==> src/rtl/irqc_pkg.sv <==
package irqc_pkg;

    localparam int CTRL_W   = 4;
    localparam int BIT_MODE = 0;
    localparam int BIT_POL  = 1;
    localparam int BIT_CLR  = 2;
    localparam int BIT_STS  = 3;

    typedef enum logic {
        DET_LEVEL = 1'b0,
        DET_EDGE  = 1'b1
    } det_mode_e;

    typedef enum logic {
        POL_HIGH = 1'b0,
        POL_LOW  = 1'b1
    } pin_pol_e;

    typedef struct packed {
        pin_pol_e  pol;
        det_mode_e mode;
    } irq_ctrl_t;

    localparam irq_ctrl_t CTRL_RESET = '{pol: POL_HIGH, mode: DET_LEVEL};

    // Corrects the synchronised pin so that 1 always means "asserted".
    function automatic logic to_active(logic raw, pin_pol_e pol);
        return raw ^ (pol == POL_LOW);
    endfunction

    // Builds the software-visible word; the clear bit always reads 0.
    function automatic logic [CTRL_W-1:0] pack_view(irq_ctrl_t c, logic sts);
        logic [CTRL_W-1:0] v;
        v           = '0;
        v[BIT_MODE] = c.mode;
        v[BIT_POL]  = c.pol;
        v[BIT_STS]  = sts;
        return v;
    endfunction

endpackage

==> src/rtl/irqc_sync.sv <==
module irqc_sync #(
    parameter int STAGES = 2
) (
    input  logic clk,
    input  logic rst,
    input  logic d,
    output logic q
);

    logic [STAGES-1:0] chain;

    for (genvar g = 0; g < STAGES; g++) begin : g_stage
        if (g == 0) begin : g_first
            always_ff @(posedge clk) begin
                if (rst) chain[0] <= 1'b0;
                else     chain[0] <= d;
            end
        end else begin : g_next
            always_ff @(posedge clk) begin
                if (rst) chain[g] <= 1'b0;
                else     chain[g] <= chain[g-1];
            end
        end
    end

    assign q = chain[STAGES-1];

endmodule

==> src/rtl/irqc_regs.sv <==
module irqc_regs
    import irqc_pkg::*;
(
    input  logic              clk,
    input  logic              rst,
    input  logic              wr_en,
    input  logic [CTRL_W-1:0] wr_data,
    input  logic              sts,
    output irq_ctrl_t         ctrl,
    output logic              clr,
    output logic [CTRL_W-1:0] rd_data
);

    irq_ctrl_t ctrl_q;

    always_ff @(posedge clk) begin
        if (rst) begin
            ctrl_q <= CTRL_RESET;
        end else if (wr_en) begin
            ctrl_q.mode <= det_mode_e'(wr_data[BIT_MODE]);
            ctrl_q.pol  <= pin_pol_e'(wr_data[BIT_POL]);
        end
    end

    // The clear bit is not stored: it acts for the cycle of the write only.
    assign clr     = wr_en & wr_data[BIT_CLR];
    assign ctrl    = ctrl_q;
    assign rd_data = pack_view(ctrl_q, sts);

endmodule

==> src/rtl/irqc_detect.sv <==
module irqc_detect
    import irqc_pkg::*;
(
    input  logic      clk,
    input  logic      rst,
    input  logic      raw_sync,
    input  irq_ctrl_t ctrl,
    input  logic      clr,
    output logic      status
);

    logic act;
    logic prev_q;
    logic status_q;
    logic rise;

    assign act  = to_active(raw_sync, ctrl.pol);
    assign rise = act & ~prev_q;

    always_ff @(posedge clk) begin
        if (rst) begin
            prev_q   <= 1'b0;
            status_q <= 1'b0;
        end else begin
            prev_q <= act;
            unique case (ctrl.mode)
                DET_LEVEL: status_q <= act;
                DET_EDGE: begin
                    if (rise)     status_q <= 1'b1;
                    else if (clr) status_q <= 1'b0;
                end
                default: status_q <= status_q;
            endcase
        end
    end

    assign status = status_q;

    AST_LEVEL_TRACK: assert property (@(posedge clk) disable iff (rst)
        (ctrl.mode == DET_LEVEL) |=> (status_q == $past(act)));

    AST_EDGE_SET: assert property (@(posedge clk) disable iff (rst)
        (ctrl.mode == DET_EDGE && rise) |=> status_q);

    AST_EDGE_CLEAR: assert property (@(posedge clk) disable iff (rst)
        (ctrl.mode == DET_EDGE && clr && !rise) |=> !status_q);

    AST_EDGE_HOLD: assert property (@(posedge clk) disable iff (rst)
        (ctrl.mode == DET_EDGE && !clr && !rise) |=> $stable(status_q));

endmodule

==> src/rtl/ext_irq_cond.sv <==
module ext_irq_cond
    import irqc_pkg::*;
#(
    parameter int SYNC_STAGES = 2
) (
    input  logic              clk,
    input  logic              rst,
    input  logic              pin_in,
    input  logic              wr_en,
    input  logic [CTRL_W-1:0] wr_data,
    output logic [CTRL_W-1:0] rd_data,
    output logic              irq_out
);

    logic      pin_sync;
    logic      clr;
    logic      status;
    irq_ctrl_t ctrl;

    irqc_sync #(.STAGES(SYNC_STAGES)) u_sync (
        .clk (clk),
        .rst (rst),
        .d   (pin_in),
        .q   (pin_sync)
    );

    irqc_regs u_regs (
        .clk     (clk),
        .rst     (rst),
        .wr_en   (wr_en),
        .wr_data (wr_data),
        .sts     (status),
        .ctrl    (ctrl),
        .clr     (clr),
        .rd_data (rd_data)
    );

    irqc_detect u_detect (
        .clk      (clk),
        .rst      (rst),
        .raw_sync (pin_sync),
        .ctrl     (ctrl),
        .clr      (clr),
        .status   (status)
    );

    assign irq_out = status;

    AST_CTRL_READBACK: assert property (@(posedge clk) disable iff (rst)
        wr_en |=> (rd_data[BIT_POL:BIT_MODE] == $past(wr_data[BIT_POL:BIT_MODE])));

endmodule

==> config.mk <==
export PLATFORM = sky130hd
export DESIGN_NAME = ext_irq_cond
export DESIGN_NICKNAME = d
export VERILOG_FILES = /design/src/rtl/irqc_pkg.sv /design/src/rtl/irqc_sync.sv /design/src/rtl/irqc_regs.sv /design/src/rtl/irqc_detect.sv /design/src/rtl/ext_irq_cond.sv
export SDC_FILE = /design/constraint.sdc
export NUM_CORES = 1
export LEC_CHECK = 0
export CORE_AREA = 2 2 39 41
export CTS_CLUSTER_DIAMETER = 150
export DETAILED_ROUTE_END_ITERATION = 10
export DIE_AREA = 0 0 41 43
export DONT_BUFFER_PORTS = 1
export PLACE_DENSITY_LB_ADDON = 0.2
export SETUP_SLACK_MARGIN = 0.4
export SLEW_MARGIN = 15
export SYNTH_ARGS = -nofsm -noshare
export SYNTH_HDL_FRONTEND = slang
export SYNTH_SLANG_ARGS = --single-unit
==> constraint.sdc <==
create_clock -name clk -period 1.05 [get_ports clk]
set_input_delay 0.0525 -clock clk [delete_from_list [all_inputs] [get_ports clk]]
set_output_delay 0.0525 -clock clk [all_outputs]
set_load 0.01 [all_outputs]
### Yosys cells after proc, flatten, opt, wreduce, memory -nomap -nowiden

Cells that the tools add are included.

* equality and inequality tests: 1
* multiplexer cells: 3
* bitwise operators: 5

Operators by type and width (count)
* $ne 3x2->1 const B: 1
* $and 1x1->1: 2
* $mux 1: 2
* $not 1->1: 2
* $pmux 1 s2: 1
* $xor 1x1->1: 1

* flip-flop bits (word level): 6
* output and inout port bits: 5
* logic and storage cells: 15

### Depth between registers and ports, before layout

Gate-level depths: netlist (run 1).

* depth after elaboration: 4
* depth in mapped cells: 3
* depth with buffers taken out: 3

### By module

Synthesis (run 1) repeated with hierarchy kept, for this count alone.

* cells, all modules: 23
* area total of the unflattened synthesis: 237.7 sq um

Modules (own cells, without submodules)
* irqc_regs: instances 1, cells each 12, area each 108.9 sq um
* irqc_detect: instances 1, cells each 7, area each 76.3 sq um
* irqc_sync: instances 1, cells each 4, area each 52.6 sq um

### Worst setup path after synthesis (run 1)

OpenSTA, ideal clock, no wires.

* kind: register to register
* start: reg u_regs.ctrl_q, in the netlist u_regs.ctrl[1]
* end: reg u_detect.status_q (netlist: u_detect.status)
* setup time: 0.117 ns
* arrival time: 0.683 ns
* data required time: 0.933 ns
* path slack: 0.250 ns
* stages on the path, launching flop included: 4
* path buffers: 0
* path through: dfxtp_1 xnor2_1 nor2_2 o2bb2ai_1

* longest elaborated chain between the ends: 4
* elaborated cells between the ends (all ways): 5

RTL lines
* from (decl): RTL line irqc_regs.sv:14 `irq_ctrl_t ctrl_q;`
* $xor 1x1->1 (*): RTL line irqc_pkg.sv:28 `return raw ^ (pol == POL_LOW);`
* $and 1x1->1: RTL line irqc_detect.sv:18 `assign rise = act & ~prev_q;`
* $mux 1: RTL line irqc_detect.sv:29 `if (rise) status_q <= 1'b1;`
* $pmux 1 s2: RTL line irqc_detect.sv:26 `unique case (ctrl.mode)`
* to (signal assigned): RTL line irqc_detect.sv:27 `DET_LEVEL: status_q <= act;`
* to (signal assigned): RTL line irqc_detect.sv:32 `default: status_q <= status_q;`
* to (decl): RTL line irqc_detect.sv:14 `logic status_q;`

Mark *: on every way between the ends. The rest lies on a longest branch, timed or not.
A chain may end at the register's enable or synchronous reset.

### Worst setup path in the final report (run 1)

Same ends and word-level chain as after synthesis.

==> flow_summary_export.csv, run 1 <==
group,metric,value,unit
status,run_status,"complete, but fails checks",
status,violated_checks,"negative hold slack",
placed_design,dpl-instance-area,239,µm²
power,maximum_ir_drop_on_the_vdd_rail,1080,µV
placed_design,placement.io_buffers,0,
clock_tree,cts_hold_buffers,1,
timing,finalHoldViolations,5,
global_routing,via_count_of_the_first_global_routing_pass,167,
layout,layout-drive-gt1-share,0.320,
floorplanning,core_area,1380,µm²
critical_path,worst_ep_arrival_time,0.89,ns
yosys,synth.avg_cell_area,10.2,µm²
floorplanning,dieHeight,43,µm
yosys,postSynthNetCount,29,
critical_path,cell_family_with_most_cp_delay,"flip-flops",
critical_path,critical_path.startpoint_type,"flop",
timing,fin_hold_ws,-0.130,ns
clock_tree,clock_insertion_delay_worst_skew,0.24,ns
critical_path,cp_cell_sequence,"xnor2_2, nor2_2, o2bb2ai_1",
layout,syn_to_final_growth,30.2,%
yosys,ys_seq_elements,6,
clock_tree,clkSlewWorstSetupHoldPaths,0.05,ns
layout,antenna_cells_inserted,0,
floorplanning,dieWidth,41,µm
layout,fillCellCount,153,
layout,finalNonFillerCells,41,
layout,seq_area,125,µm²
yosys,synthDistinctLibCells,11,
layout,multi_input_comb_area,87.6,µm²
critical_path,critPathKind,"flop to flop",
timing,grt_setup_unrepaired,"yes",
floorplanning,std_cell_rows,14,
critical_path,cp_max_fo,3,
routing,drt-initial-drc-count,2,
floorplanning,design.die.area,1760,µm²
placed_design,place.detailed.instances,36,
timing,setup_viol,0,
clock_tree,cts.path.max_buffers,2,
critical_path,timing.critical_path.to_type,"flop",
timing,timing.final.crit_period,0.761,ns
layout,finalInstanceArea,280,µm²
routing,route.vias.total,149,
placed_design,gpl.final_weighted_congestion,0.537,
routing,post_detailed_routing_wire_length,320,µm
global_routing,grt_start_max_net_pins,7,
routing,firstDrtPassIters,2,
clock_tree,cts-buffers-inserted,3,
timing,timing.setup.tns,0,ns
yosys,synth_warnings,0,
routing,avgRoutedWirePerCell,7.80,µm
clock_tree,cts_tree,"yes",
timing,timing.final.crit_share,0.725,
critical_path,critical_path_cell_with_the_highest_stage_delay,"sky130_fd_sc_hd__dfxtp_4",
clock_tree,tritoncts_num_sinks,6,
flow_run,timing.max_cap.violations,0,
yosys,seq_area_frac_synth,0.558,
timing,clock.fmax,1310,MHz
critical_path,worstPathBufferInverterCount,0,
critical_path,cp_slowest_stage_delay,0.36,ns
routing,routed_via_density,3.63,
global_routing,wire_length_of_the_first_global_routing_pass,558,µm
yosys,synth.cell_area,215,µm²
timing,skew,0.00501,ns
routing,remaining_drc_errors,0,
power,p_leak,0.110,nW
global_routing,grt_overflow,0,
floorplanning,io-pin-count,13,
clock_tree,cts_setup_buffers,0,
layout,nets,34,
timing,maxSlewViolCount,0,
clock_tree,cts.root.buffer_cell,"sky130_fd_sc_hd__clkbuf_4",
global_routing,grt_use_total,0.0585,
global_routing,antenna_violations_before_repair,0,
floorplanning,floorplan.initialDensity,0.156,
clock_tree,cts.htree.levels,1,
routing,detail-route-antenna-nets,0,
min_path,worst_hold_path_type,"input port to flop",
critical_path,worst_ep_required_time,1.18,ns
yosys,postSynthCellCount,21,
power,power-per-cell-area,1820,nW/µm²
[Yosys cell counts]
| cell | number | share of area |
|---|---|---|
| sky130_fd_sc_hd__buf_4 | 2 | 0.070 |
| sky130_fd_sc_hd__conb_1 | 1 | 0.017 |
| sky130_fd_sc_hd__dfxtp_1 | 6 | 0.56 |
| sky130_fd_sc_hd__mux2i_1 | 2 | 0.093 |
| sky130_fd_sc_hd__nand2_1 | 2 | 0.035 |
| sky130_fd_sc_hd__nand3_1 | 1 | 0.023 |
| sky130_fd_sc_hd__nor2_1 | 2 | 0.035 |
| sky130_fd_sc_hd__nor2_2 | 1 | 0.029 |
| sky130_fd_sc_hd__nor2b_1 | 2 | 0.058 |
| sky130_fd_sc_hd__o2bb2ai_1 | 1 | 0.041 |
| sky130_fd_sc_hd__xnor2_1 | 1 | 0.041 |
[metal layers]
| layer | GRT usage | up-vias | share of wire |
|---|---|---|---|
| met2 | 0.0594 | 13 | 0.30 |
| met3 | 0.0838 | 0 | 0.23 |
| met1 | 0.0554 | 63 | 0.47 |
| met5 | 0 | - | 0 |
| met4 | 0.0400 | 0 | 0 |
| li1 | - | 73 | - |
[power by group]
part           total (mW)  internal, mW  leakage [nW]  switching [mW]
logic              0.0347        0.0216        0.0450          0.0131
clock network       0.223         0.144        0.0150          0.0790
registers           0.253         0.242        0.0505          0.0110
[worst register-to-register path: stages (launching register included)]
cell and delay (ns):
sky130_fd_sc_hd__dfxtp_4 0.36, sky130_fd_sc_hd__xnor2_2 0.13, sky130_fd_sc_hd__nor2_2 0.05, sky130_fd_sc_hd__o2bb2ai_1 0.11
[worst paths after layout]
check | start | end | slack [ns] | cells past startpoint
worst min register to register | u_sync.chain[0] | u_sync.q | 0.44 | 1
worst max register to register | u_regs.ctrl[1] | u_detect.status | 0.29 | 3
worst max-delay path | u_regs.ctrl[1] | u_detect.status | 0.29 | 3
worst min-delay path | rst | u_regs.ctrl[1] | -0.13 | 1
[through the flow]
step / utilization / power [mW] / hold slack, ns / worst slack (ns)
after global placement: 0.173 / 0.285 / 0.117 / 0.300
after detailed placement: 0.173 / 0.287 / 0.124 / 0.295
after global routing: 0.203 / 0.548 / -0.148 / 0.232
after CTS: 0.203 / 0.523 / -0.138 / 0.280
final: 0.203 / 0.510 / -0.130 / 0.289
after floorplan: - / 0.286 / 0.115 / 0.315
[what timing repair did]
action / CTS / global route
endpoints found under the hold margin: 6 / 5
endpoints found under the setup margin: 8 / 8
gates resized for setup: 2 / 0
[cells by family after synthesis]
family	count (synthesis)	synth area share
buffers and inverters	2	0.0697
other	1	0.0174
XOR/XNOR	1	0.0407
multiplexers	2	0.0930
flip-flops	6	0.558
AO/OA/AOI/OAI	1	0.0407
AND/OR/NAND/NOR	8	0.180
[layout by cell type, fill, tap and decap left out]
cell | synthesis | routed
sky130_fd_sc_hd__dfxtp_1 | 6 | 4
sky130_fd_sc_hd__clkbuf_4 | 0 | 3
sky130_fd_sc_hd__mux2i_1 | 2 | 2
sky130_fd_sc_hd__nor2_1 | 2 | 2
sky130_fd_sc_hd__nor2b_1 | 2 | 2
sky130_fd_sc_hd__nand2_1 | 2 | 2
sky130_fd_sc_hd__xnor2_2 | 0 | 1
sky130_fd_sc_hd__nor2_2 | 1 | 1
sky130_fd_sc_hd__nand3_1 | 1 | 1
sky130_fd_sc_hd__o2bb2ai_1 | 1 | 1
sky130_fd_sc_hd__conb_1 | 1 | 1
sky130_fd_sc_hd__clkbuf_1 | 0 | 1
sky130_fd_sc_hd__dlygate4sd3_1 | 0 | 1
sky130_fd_sc_hd__buf_6 | 0 | 1
sky130_fd_sc_hd__dfxtp_2 | 0 | 1
sky130_fd_sc_hd__dfxtp_4 | 0 | 1
[registers in the layout, summed over array words and instances, names as in the netlist]
name / cells
u_detect.status: 1
u_sync.q: 1
u_sync.chain: 1
u_regs.ctrl: 2
u_detect.prev_q: 1
[layout make-up]
cell class | instances | share of cell area
Tap cell | 16 | 0.0714
Multi-Input combinational cell | 13 | 0.312
Timing Repair Buffer | 2 | 0.0759
Sequential cell | 6 | 0.446
Clock buffer | 4 | 0.0937
Power figures use the tool's default switching activity.
==> run 2: changes to the inputs <==
clock period = 0.8 ns   (was 1.05 ns; I/O delays follow)
==> flow_summary_export.csv, run 2 (same netlist as run 1, synthesis figures left out) <==
group,metric,value,unit
layout,antenna_cells_inserted,0,
routing,avgRoutedWirePerCell,8.61,µm
flow_run,timing.max_cap.violations,0,
status,violated_checks,"negative hold slack",
global_routing,grt_overflow,0,
power,p_leak,0.110,nW
floorplanning,design.die.area,1760,µm²
layout,fillCellCount,154,
timing,finalHoldViolations,6,
timing,setup_viol,0,
clock_tree,tritoncts_num_sinks,6,
floorplanning,io-pin-count,13,
layout,finish.utilization,0.201,
timing,timing.final.crit_share,0.974,
power,maximum_ir_drop_on_the_vdd_rail,1330,µV
placed_design,pre_cts_slack,0.0344,ns
critical_path,crit-reg2reg-launch,"u_regs.ctrl[1]",
critical_path,critical_path.startpoint_type,"flop",
routing,post_detailed_routing_wire_length,353,µm
status,run_status,"complete, but fails checks",
routing,remaining_drc_errors,0,
timing,timing.final.ws_setup,0.0209,ns
layout,syn_to_final_growth,29.1,%
clock_tree,clkSlewWorstSetupHoldPaths,0.05,ns
global_routing,antenna_violations_before_repair,0,
floorplanning,floorplan.initialDensity,0.156,
global_routing,via_count_of_the_first_global_routing_pass,142,
routing,drt-initial-drc-count,4,
timing,fin_hold_ws,-0.148,ns
routing,route.vias.total,149,
timing,timing.setup.tns,0,ns
critical_path,cp_max_fo,3,
layout,multi_input_comb_area,87.6,µm²
layout,seq_area,125,µm²
global_routing,grt_start_max_net_pins,7,
min_path,holdPathEnd,"u_regs.ctrl[1]",
floorplanning,core_area,1380,µm²
critical_path,worst_ep_arrival_time,0.95,ns
clock_tree,cts.path.max_buffers,2,
global_routing,wire_length_of_the_first_global_routing_pass,586,µm
routing,firstDrtPassIters,4,
clock_tree,cts.htree.levels,1,
critical_path,critPathKind,"flop to flop",
routing,detail-route-antenna-nets,0,
clock_tree,clock_insertion_delay_worst_skew,0.24,ns
critical_path,rr_worst_depth,3,
critical_path,timing.critical_path.to_type,"flop",
placed_design,gpl.final_weighted_congestion,0.521,
timing,timing.final.crit_period,0.779,ns
placed_design,placement.io_buffers,0,
clock_tree,cts-buffers-inserted,3,
min_path,worst_hold_path_type,"input port to flop",
timing,clock.fmax,1280,MHz
critical_path,worst_ep_required_time,0.97,ns
floorplanning,dieHeight,43,µm
layout,layout.cells.most_common_list,"sky130_fd_sc_hd__dfxtp_1, sky130_fd_sc_hd__clkbuf_4",
layout,layout_commonest_cell,"sky130_fd_sc_hd__dfxtp_1",
timing,maxSlewViolCount,0,
clock_tree,cts.root.buffer_cell,"sky130_fd_sc_hd__clkbuf_4",
critical_path,crit-reg2reg-capture,"u_detect.status",
layout,largest_register_ffs,2,
floorplanning,dieWidth,41,µm
timing,grt_setup_unrepaired,"yes",
power,power-per-cell-area,2430,nW/µm²
layout,layout-drive-gt1-share,0.360,
global_routing,grt_use_total,0.0625,
clock_tree,cts_tree,"yes",
critical_path,timing.reg2reg.setup_slack,0.02,ns
min_path,worstHoldPathCells,1,
timing,skew,0.00350,ns
floorplanning,std_cell_rows,14,
min_path,worst_hold_startpoint,"rst",
routing,routed_via_density,3.63,
layout,nets,34,
==> run 2: changes by cell type in the layout (fill, tap and decap cells not counted), sizes merged <==
cell         previous run  this run
buf                     1         2
dlygate4sd3             1         0
==> run 2: report_power, final <==
group	switching [mW]	leakage [nW]	internal, mW
Clock	0.109	0.0150	0.189
Sequential	0.0148	0.0505	0.317
Combinational	0.0178	0.0447	0.0286
==> run 2: how the worst max path moves through the flow <==
stage	start	end	slack, ns	cells after the start
after global placement	u_regs.ctrl[1]	u_detect.status	0.05	3
final	u_regs.ctrl[1]	u_detect.status	0.02	3
after CTS	u_regs.ctrl[1]	u_detect.status	0.02	3
after detailed placement	u_regs.ctrl[1]	u_detect.status	0.03	3
after global routing	u_regs.ctrl[1]	u_detect.status	-0.03	3
after floorplan	u_regs.ctrl[1]	u_detect.status	0.06	3
==> run 2: through the flow <==
stage / hold WS, ns / std cells / cell area [µm²] / power [mW]
after CTS: -0.158 / 40 / 270 / 0.692
after detailed placement: 0.106 / 36 / 239 / 0.377
final: -0.148 / 41 / 278 / 0.676
after global routing: -0.168 / 41 / 278 / 0.734
after global placement: 0.104 / 36 / 239 / 0.374
after floorplan: 0.103 / 21 / 226 / 0.375
==> run 2: timing repair <==
action                                 CTS  global route
resized for setup                        2             0
setup endpoints to repair                9             9
buffers inserted                         0             1
endpoints found under the hold margin    6             6
==> run 2: layout make-up <==
| class | instances | area share |
|---|---|---|
| clock buffer | 4 | 0.0946 |
| multi-input combinational | 13 | 0.315 |
| sequential | 6 | 0.450 |
| tap | 16 | 0.0721 |
| timing repair buffer | 2 | 0.0676 |
==> run 2: worst max-delay path: stages (launching register included) <==
cell and delay (ns):
sky130_fd_sc_hd__dfxtp_4 0.36, sky130_fd_sc_hd__xnor2_2 0.13, sky130_fd_sc_hd__nor2_2 0.10, sky130_fd_sc_hd__o2bb2ai_1 0.12
==> run 2: routing by layer <==
| metal | vias up | global-route usage | routed length, µm |
|---|---|---|---|
| met2 | 14 | 0.0594 | 121 |
| met1 | 62 | 0.0586 | 151 |
| met4 | 0 | 0.0400 | 0 |
| met3 | 0 | 0.0995 | 80 |
| met5 | - | 0 | 0 |
| li1 | 73 | - | - |
==> run 3: changes to the inputs <==
GPL_TIMING_DRIVEN = 1   (was not set)
SYNTH_HIERARCHICAL = 1   (was not set)
==> flow_summary_export.csv, run 3 <==
group,metric,value,unit
yosys,synth-xor-area-share,0.0368,
floorplanning,dieHeight,43,µm
routing,remaining_drc_errors,0,
yosys,async_reset_ff_frac,0,
floorplanning,std_cell_rows,14,
status,violated_checks,"negative hold slack",
timing,grt_setup_unrepaired,"yes",
floorplanning,floorplan.initialDensity,0.172,
yosys,synthDistinctLibCells,11,
routing,route.vias.total,132,
global_routing,antenna_violations_before_repair,0,
layout,layout.cells.most_common_list,"sky130_fd_sc_hd__clkbuf_4, sky130_fd_sc_hd__nor2_1",
yosys,synth.cell_area,238,µm²
routing,routed_via_density,3.38,
yosys,synth.avg_cell_area,10.3,µm²
floorplanning,core_area,1380,µm²
yosys,synth-edff-count,0,
layout,nets,33,
routing,avgRoutedWirePerCell,8.92,µm
critical_path,cp_cell_sequence,"buf_6",
critical_path,worst_ep_required_time,0.76,ns
yosys,synthDominantCellAreaShare,0.505,
clock_tree,cts-buffers-inserted,3,
yosys,synth_common_cells,"sky130_fd_sc_hd__dfxtp_1, sky130_fd_sc_hd__buf_4, sky130_fd_sc_hd__nor2_1",
layout,largest_register_ffs,2,
yosys,seq_area_frac_synth,0.505,
placed_design,gpl.final_weighted_congestion,0.582,
layout,antenna_cells_inserted,0,
timing,timing.setup.tns,0,ns
clock_tree,cts.path.max_buffers,2,
global_routing,via_count_of_the_first_global_routing_pass,147,
layout,syn_to_final_growth,17.4,%
yosys,postSynthCellCount,23,
placed_design,place.detailed.instances,36,
clock_tree,clock_insertion_delay_worst_skew,0.24,ns
floorplanning,dieWidth,41,µm
yosys,cell_with_the_most_instances_after_synthesis,"sky130_fd_sc_hd__dfxtp_1",
yosys,synth-adder-area-share,0,
critical_path,worstPathBufferInverterCount,1,
critical_path,critical_path.startpoint_type,"flop",
critical_path,critical_path_cell_with_the_highest_stage_delay,"sky130_fd_sc_hd__dfxtp_2",
routing,firstDrtPassIters,2,
critical_path,timing.reg2reg.setup_slack,0.10,ns
clock_tree,cts.root.buffer_cell,"sky130_fd_sc_hd__clkbuf_4",
yosys,synth_compound_gate_area_share,0.0526,
global_routing,wire_length_of_the_first_global_routing_pass,524,µm
timing,skew,0.000656,ns
clock_tree,cts_tree,"yes",
floorplanning,design.die.area,1760,µm²
timing,finalHoldViolations,6,
yosys,synth_top_family_by_area,"simple AND/OR/NAND/NOR gates",
power,power-per-cell-area,2310,nW/µm²
timing,clock.fmax,1400,MHz
yosys,ys_seq_elements,6,
clock_tree,cts_setup_buffers,0,
timing,timing.final.crit_share,0.892,
critical_path,cp_max_fo,2,
layout,finalNonFillerCells,39,
critical_path,worst_ep_arrival_time,0.67,ns
yosys,largest_area_contributor_in_the_synthesized_netlist,"sky130_fd_sc_hd__dfxtp_1",
power,p_leak,0.114,nW
yosys,synth.area.mux_share,0.0842,
critical_path,cp_slowest_stage_delay,0.31,ns
routing,drt-initial-drc-count,3,
routing,post_detailed_routing_wire_length,348,µm
global_routing,grt_overflow,0,
yosys,synth_warnings,6,
yosys,synth_ff_type,"sky130_fd_sc_hd__dfxtp_1",
global_routing,grt_use_total,0.0543,
placed_design,placement.io_buffers,0,
timing,fin_hold_ws,-0.147,ns
floorplanning,io-pin-count,13,
critical_path,critPathKind,"flop to primary output",
yosys,yosys-top-cells-area,"sky130_fd_sc_hd__dfxtp_1, sky130_fd_sc_hd__buf_4, sky130_fd_sc_hd__mux2i_1",
yosys,postSynthNetCount,31,
clock_tree,cts.htree.levels,1,
clock_tree,tritoncts_num_sinks,6,
critical_path,timing.critical_path.to_type,"primary output",
yosys,synth_simple_gate_area_share,0.179,
layout,layout-drive-gt1-share,0.435,
flow_run,timing.max_cap.violations,0,
timing,setup_viol,0,
power,maximum_ir_drop_on_the_vdd_rail,937,µV
critical_path,cell_family_with_most_cp_delay,"flip-flops",
timing,maxSlewViolCount,0,
timing,timing.final.crit_period,0.714,ns
clock_tree,clkSlewWorstSetupHoldPaths,0.04,ns
global_routing,grt_start_max_net_pins,8,
min_path,worst_hold_path_type,"input port to flop",
status,run_status,"complete, but fails checks",
routing,detail-route-antenna-nets,0,
-- run 3: kinds of logic after synthesis --
logic type,Yosys count
and+or+nand+nor,7
DFF,6
buffers and inverters,4
AOI/OAI and AO/OA,2
muxes,2
xor gates and xnor gates,1
other,1
-- run 3: worst paths after layout --
check	start	end	depth (start not counted)
worst max-delay path	u_detect/status	irq_out	1
worst min register to register	u_sync/chain[0]	u_sync/q	1
worst min-delay path	rst	u_regs/ctrl[0]	1
worst max register to register	u_regs/ctrl[1]	u_detect/status	2
-- run 3: area by class of cell --
cell class | instances | area, µm²
multi-input cells | 13 | 95.1
flip-flops and latches | 6 | 130
repair buffers | 1 | 11.3
clock buffers | 3 | 22.5
well taps | 16 | 20.0
fillers | 156 | 1100
-- run 3: routing by layer --
metal,wire (µm),part of all wire,vias to the layer above,global-route usage
li1,-,-,70,-
met1,121,0.35,54,0.0356
met2,162,0.47,8,0.0594
met3,64,0.18,0,0.0785
met4,0,0,0,0.0600
met5,0,0,-,0
-- run 3: metrics by stage --
step                total power [mW]  setup slack, ns  instance area (µm²)  utilization  hold WS (ns)
floorplan                      0.390            0.168                  253            -         0.104
global placement               0.381            0.106                  246        0.178         0.107
detailed placement             0.382            0.110                  246        0.178         0.106
CTS                            0.668           0.0684                  279        0.202        -0.155
global route                   0.683           0.0484                  279        0.202        -0.156
finish                         0.645           0.0860                  279        0.202        -0.147
-- run 3: repair_timing --
action | CTS | global route
resized for setup | 4 | 0
pin swaps | 1 | 2
hold endpoints to repair | 6 | 6
endpoints found under the setup margin | 9 | 9
-- run 3: power breakdown --
part / leakage (nW) / internal, mW / switching [mW]
combinational: 0.0485 / 0.0279 / 0.0163
clock: 0.0138 / 0.169 / 0.101
sequential: 0.0516 / 0.317 / 0.0144
total: 0.114 / 0.514 / 0.131
